### src/rtl/simd4_add_pkg.sv
package simd4_add_pkg;

    parameter int LANES  = 4;
    parameter int LANE_W = 12;
    parameter int HI_W   = 30;
    parameter int LO_W   = 18;
    parameter int CODE_W = 7;

    localparam int DATA_W = LANES * LANE_W;

    // route code fields: [1:0] first term, [3:2] middle term, [6:4] third term
    localparam logic [1:0] FIRST_JOINED = 2'b11;
    localparam logic [1:0] MID_ZERO     = 2'b00;
    localparam logic [2:0] THIRD_WIDE   = 3'b011;

    typedef struct packed {
        logic              cy;
        logic [LANE_W-1:0] val;
    } lane_res_t;

    typedef struct packed {
        logic [DATA_W-1:0] first;
        logic [DATA_W-1:0] third;
        logic              live;
    } routed_t;

    function automatic lane_res_t lane_sum(input logic [LANE_W-1:0] a,
                                           input logic [LANE_W-1:0] b);
        logic [LANE_W:0] t;
        t = {1'b0, a} + {1'b0, b};
        return lane_res_t'{cy: t[LANE_W], val: t[LANE_W-1:0]};
    endfunction

endpackage

### src/rtl/simd4_route.sv
module simd4_route
    import simd4_add_pkg::*;
(
    input  logic [HI_W-1:0]   opa_hi,
    input  logic [LO_W-1:0]   opa_lo,
    input  logic [DATA_W-1:0] opb,
    input  logic [CODE_W-1:0] route,
    output routed_t           routed
);
    logic code_ok;

    always_comb begin
        code_ok = (route[1:0] == FIRST_JOINED) &&
                  (route[3:2] == MID_ZERO) &&
                  (route[6:4] == THIRD_WIDE);
        routed.live  = code_ok;
        routed.first = code_ok ? {opa_hi, opa_lo} : '0;
        routed.third = code_ok ? opb : '0;
    end

endmodule

### src/rtl/simd4_lane.sv
module simd4_lane
    import simd4_add_pkg::*;
(
    input  logic [LANE_W-1:0] a,
    input  logic [LANE_W-1:0] b,
    output lane_res_t         res
);
    always_comb res = lane_sum(a, b);

    logic [LANE_W-1:0] back;
    always_comb begin
        back = res.val - a;

        lane_diff_chk: assert (back == b)
            else $error("lane sum minus a differs from b");

        lane_wrap_chk: assert (res.cy == (res.val < a))
            else $error("lane carry disagrees with wrap");
    end

endmodule

### src/rtl/simd4_add.sv
module simd4_add
    import simd4_add_pkg::*;
(
    input  logic [HI_W-1:0]   opa_hi,
    input  logic [LO_W-1:0]   opa_lo,
    input  logic [DATA_W-1:0] opb,
    input  logic [CODE_W-1:0] route,
    output logic [DATA_W-1:0] sum,
    output logic [LANES-1:0]  carry
);
    routed_t routed;

    simd4_route u_route (
        .opa_hi (opa_hi),
        .opa_lo (opa_lo),
        .opb    (opb),
        .route  (route),
        .routed (routed)
    );

    for (genvar g = 0; g < LANES; g++) begin : g_lane
        lane_res_t r;
        simd4_lane u_lane (
            .a   (routed.first[g*LANE_W +: LANE_W]),
            .b   (routed.third[g*LANE_W +: LANE_W]),
            .res (r)
        );
        assign sum[g*LANE_W +: LANE_W] = r.val;
        assign carry[g]                = r.cy;

        always_comb begin

            zero_lane_chk: assert (!(routed.first[g*LANE_W +: LANE_W] == '0 &&
                                     routed.third[g*LANE_W +: LANE_W] == '0) ||
                                   (sum[g*LANE_W +: LANE_W] == '0 && !carry[g]))
                else $error("zero lane produced nonzero result");
        end
    end

    always_comb begin

        bad_code_sum_chk: assert (routed.live || sum == '0)
            else $error("sum nonzero for invalid route code");

        bad_code_cy_chk: assert (routed.live || carry == '0)
            else $error("carry set for invalid route code");
    end

endmodule

### config.mk
export PLATFORM = sky130hd
export DESIGN_NAME = simd4_add
export DESIGN_NICKNAME = d
export VERILOG_FILES = /design/src/rtl/simd4_add_pkg.sv /design/src/rtl/simd4_route.sv /design/src/rtl/simd4_lane.sv /design/src/rtl/simd4_add.sv
export SDC_FILE = /design/constraint.sdc
export NUM_CORES = 1
export LEC_CHECK = 0
export BUFFER_PORTS_ARGS = -buffer_cell sky130_fd_sc_hd__buf_4
export CORE_MARGIN = 2
export CORE_UTILIZATION = 44
export DETAILED_ROUTE_END_ITERATION = 10
export PLACE_DENSITY = 0.74
export SLEW_MARGIN = 40
export SYNTH_ARGS = -nofsm -noshare
export SYNTH_HDL_FRONTEND = slang
export SYNTH_HIERARCHICAL = 1
export SYNTH_SLANG_ARGS = --single-unit
### constraint.sdc
create_clock -name vclk -period 5.5
set_input_delay 0 -clock vclk [all_inputs]
set_output_delay 0 -clock vclk [all_outputs]
set_load 0.03 [all_outputs]
Yosys cells after proc, flatten, opt, wreduce, memory -nomap -nowiden

Index checks and enable logic that the tools add are counted.
W data, S select, Z words.

Add/sub/neg operators: 4
Multiply operators: 0
Div/mod/pow operators: 0
$lt $le $gt $ge: 0
Equality and inequality tests: 2
Shifts and indexed selects: 0
Multiplexer cells: 2
Bitwise operators: 0
Reductions and logical operators: 3

Operator list:

| operator             | number |
|---|---|
| $mux W48             | 2 |
| $add A12 B12 Y13     | 4 |
| $eq A3 B2 Y1 const B | 1 |
| $eq A2 B2 Y1 const B | 1 |
| $logic_and A1 B1 Y1  | 2 |
| $logic_not A2 Y1     | 1 |

Register bits after elaboration: 0
Latch bits: 0
RAM bits: 0
Bits in read-only memories: 0
Input bits: 103
Output and inout port bits: 52
Logic and storage cells: 11
Memories kept: 0

Longest topological paths before layout

Depth after elaboration: 5
Gate-level depth with buffers: 11
Mapped depth without buffers: 8

Modules after synthesis

Netlist, hierarchy kept.

By module, submodules not included:

| module                             | instances | cells an instance | area each (um^2) |
|---|---|---|---|
| simd4_lane at g_lane[0].u_lane ... | 3         | 82                | 628.1 |
| simd4_route                        | 1         | 228               | 1,352.5 |
| simd4_lane at g_lane[3].u_lane     | 1         | 82                | 625.6 |

Worst setup path before layout

OpenSTA, ideal clock, no wires.

Path type: input to output
From: input port route[2]
To: output port sum[45]
Data arrival time: 2,731 ps
Required time: 5,500 ps
Slack: 2,769 ps
Stages: 10
Buffers on the path: 3
Path through: nand4bb_1 buf_2 buf_6 buf_6 nor4_2 ha_1 nand3_1 a21boi_0 nor2_1 o311ai_0

RTL lines:

| element         | RTL line       | RTL |
|---|---|---|
| start, declared | simd4_add.sv:7 | `input logic [CODE_W-1:0] route,` |
| end, declared   | simd4_add.sv:8 | `output logic [DATA_W-1:0] sum,` |

==> summary.txt <==
Run status
  – Status: complete, no violations

Placement
  – RD Place Congestion: 0.945
  – Setup WS pre-CTS: 2290 ps
  – Number of I/O port buffers: 155
  – DP Area: 5000 um^2
  – Placed Cells incl. Taps: 783
  – Post-DP HPWL: 8950 um

STA
  – Worst rel slew slack: 47.4%
  – Final worst setup slack: 2270 ps
  – Fin crit period: 3230 ps
  – Max Fclk: 310 MHz
  – Final setup fails: 0
  – Post-Route Setup TNS: 0 ps
  – Period Utilization, post-route: 58.7%
  – Worst-margin pin slew: 788 ps
  – Fin. Hold Viols: 0
  – Max-slew violation count: 0
  – RSZ-0062 raised after global routing: false
  – Min Hold Slack: 605 ps

Die
  – IO Count: 155
  – Die ar.: 9500 um^2
  – Floorplan row count: 34
  – Die W: 97.5 um
  – Core Area: 8590 um^2
  – Die height: 97.5 um
  – Initial Util: 44.7%

CTS
  – Postcts setup bufs: 0
  – Cts hold-fix bufs: 0
  – Cts repair resizes: 0

Drt
  – 1st-iter DRT viols: 226
  – # DRC: 0
  – Via density: 5.75
  – Pre-antenna DRT Iters: 4
  – Routed vias: 4,503
  – Post-route ant nets: 0
  – WL final: 11,500 um
  – Routed WL per cell: 14.7 um

Setup path
  – Crit path DAT: 3230 ps
  – Worst EP required: 5500 ps
  – Worst setup EP type: output pin
  – Crit Path Class: in2out
  – Cell mode on critical path: buf_4
  – Critical Path Source: route[2]
  – CP max-delay cell: nand4bb_4
  – CP peak stage delay: 560 ps
  – Crit-path max FO: 30
  – CP Cell Sequence: buf_4 -> nand4bb_4 -> buf_4 -> nor4_1 -> ha_1 -> a21o_1 -> a41o_1 -> or4_1 -> o311ai_0 -> buf_4
  – Critical Path Start Type: input pin

Global routing
  – GRT Resource Usage Total: 22.6%
  – Pin count of the biggest net entering global routing: 97
  – Vias in the first global route: 4,229
  – Grt ovf: 0
  – First-pass GRT wire length: 19,100 um
  – Initial antenna violation count: 0

Min path
  – Hold Crit Class: in2out
  – Hold Startpoint: opb[12]
  – Hold-critical path depth: 5
  – Hold Path Sink: sum[12]

Layout
  – Design Area, Final: 5000 um^2
  – Clkbuf count: 0
  – Fillers: 798
  – Non-Filler Instances: 783
  – Layout area overhead: 30.1%
  – Nets: 832
  – Util after Layout: 58.2%
  – Sequential cells: 0
  – Layout cells sized above 1: 30.7%
  – Sequential Area: 0 um^2
  – Area of the multi-input gates: 3310 um^2
  – Antenna Cells: 0

Power
  – IR drop worst, VDD: 0.0259 mV
  – Pleak: 2.75 nW
  – Comb power frac: 100.0%
  – Switching pwr: 0.0701 mW
  – Clock network power share: 0%
  – Pwr Density: 26.8 nW/um^2
  – Total power: 0.134 mW
  – Sequential Power Share: 0%
  – Int Power: 0.0642 mW
  – Switch share: 52.2%

Synthesis
  – Avg Cell Area, Syn: 6.94 um^2
  – Syn nets: 709
  – Mapped Area: 3840 um^2
  – Yosys warns: 6
  – Mapped Cells: 554

Run
  – Max-cap violations: 0
## power by group through the flow
| stage | clock (mW) | sequential, mW | combinational [mW] |
|---|---|---|---|
| after floorplan | 0 | 0 | 0.0645 |
| after global placement | 0 | 0 | 0.131 |
| after detailed placement | 0 | 0 | 0.134 |
| after CTS | 0 | 0 | 0.135 |
| after global routing | 0 | 0 | 0.146 |
| final | 0 | 0 | 0.134 |
## area by class of cell
type / count / share of cell area (%)
multi-input combinational: 418 / 66.2
tap: 108 / 2.70
timing repair buffer: 157 / 23.6
inverter: 100 / 7.50
## worst max-delay path by stage
| stage | endpoint | slack [ps] | cells after the start |
|---|---|---|---|
| 2_1_floorplan | sum[45] | 2770 | 10 |
| 3_3_place_gp | sum[45] | 2340 | 10 |
| 3_5_place_dp | sum[45] | 2290 | 10 |
| 4_1_cts | sum[45] | 2290 | 10 |
| 5_1_grt | sum[45] | 2000 | 10 |
| 6_report | sum[45] | 2270 | 10 |
## critical path: cells and delay by family
kind	cells	cell delay, ps
compound gates	3	600
fa+ha+maj	1	320
buf+inv	3	780
simple gates	3	1520
## placed cells by master, fill, tap and decap left out, types with 9 or more instances in the layout
master,n
a2111oi_0,11
a21o_1,23
a21oi_1,32
buf_4,156
ha_1,48
inv_1,100
nand2_1,16
nand2b_1,9
nand3_1,16
nor2_1,15
nor2b_1,11
nor4_1,66
nor4_2,30
o211ai_1,12
o21ai_0,9
or4_1,12
xnor2_1,21
## layer usage
layer  up-vias  routed length, um  GRT usage (%)
li1       2304                  -              -
met1      2052               5450           33.2
met2       133               5330           37.5
met3        14                522          0.719
met4         0                169           3.63
met5         -                  0              0
No activity file was read; power rests on OpenSTA's default activity.
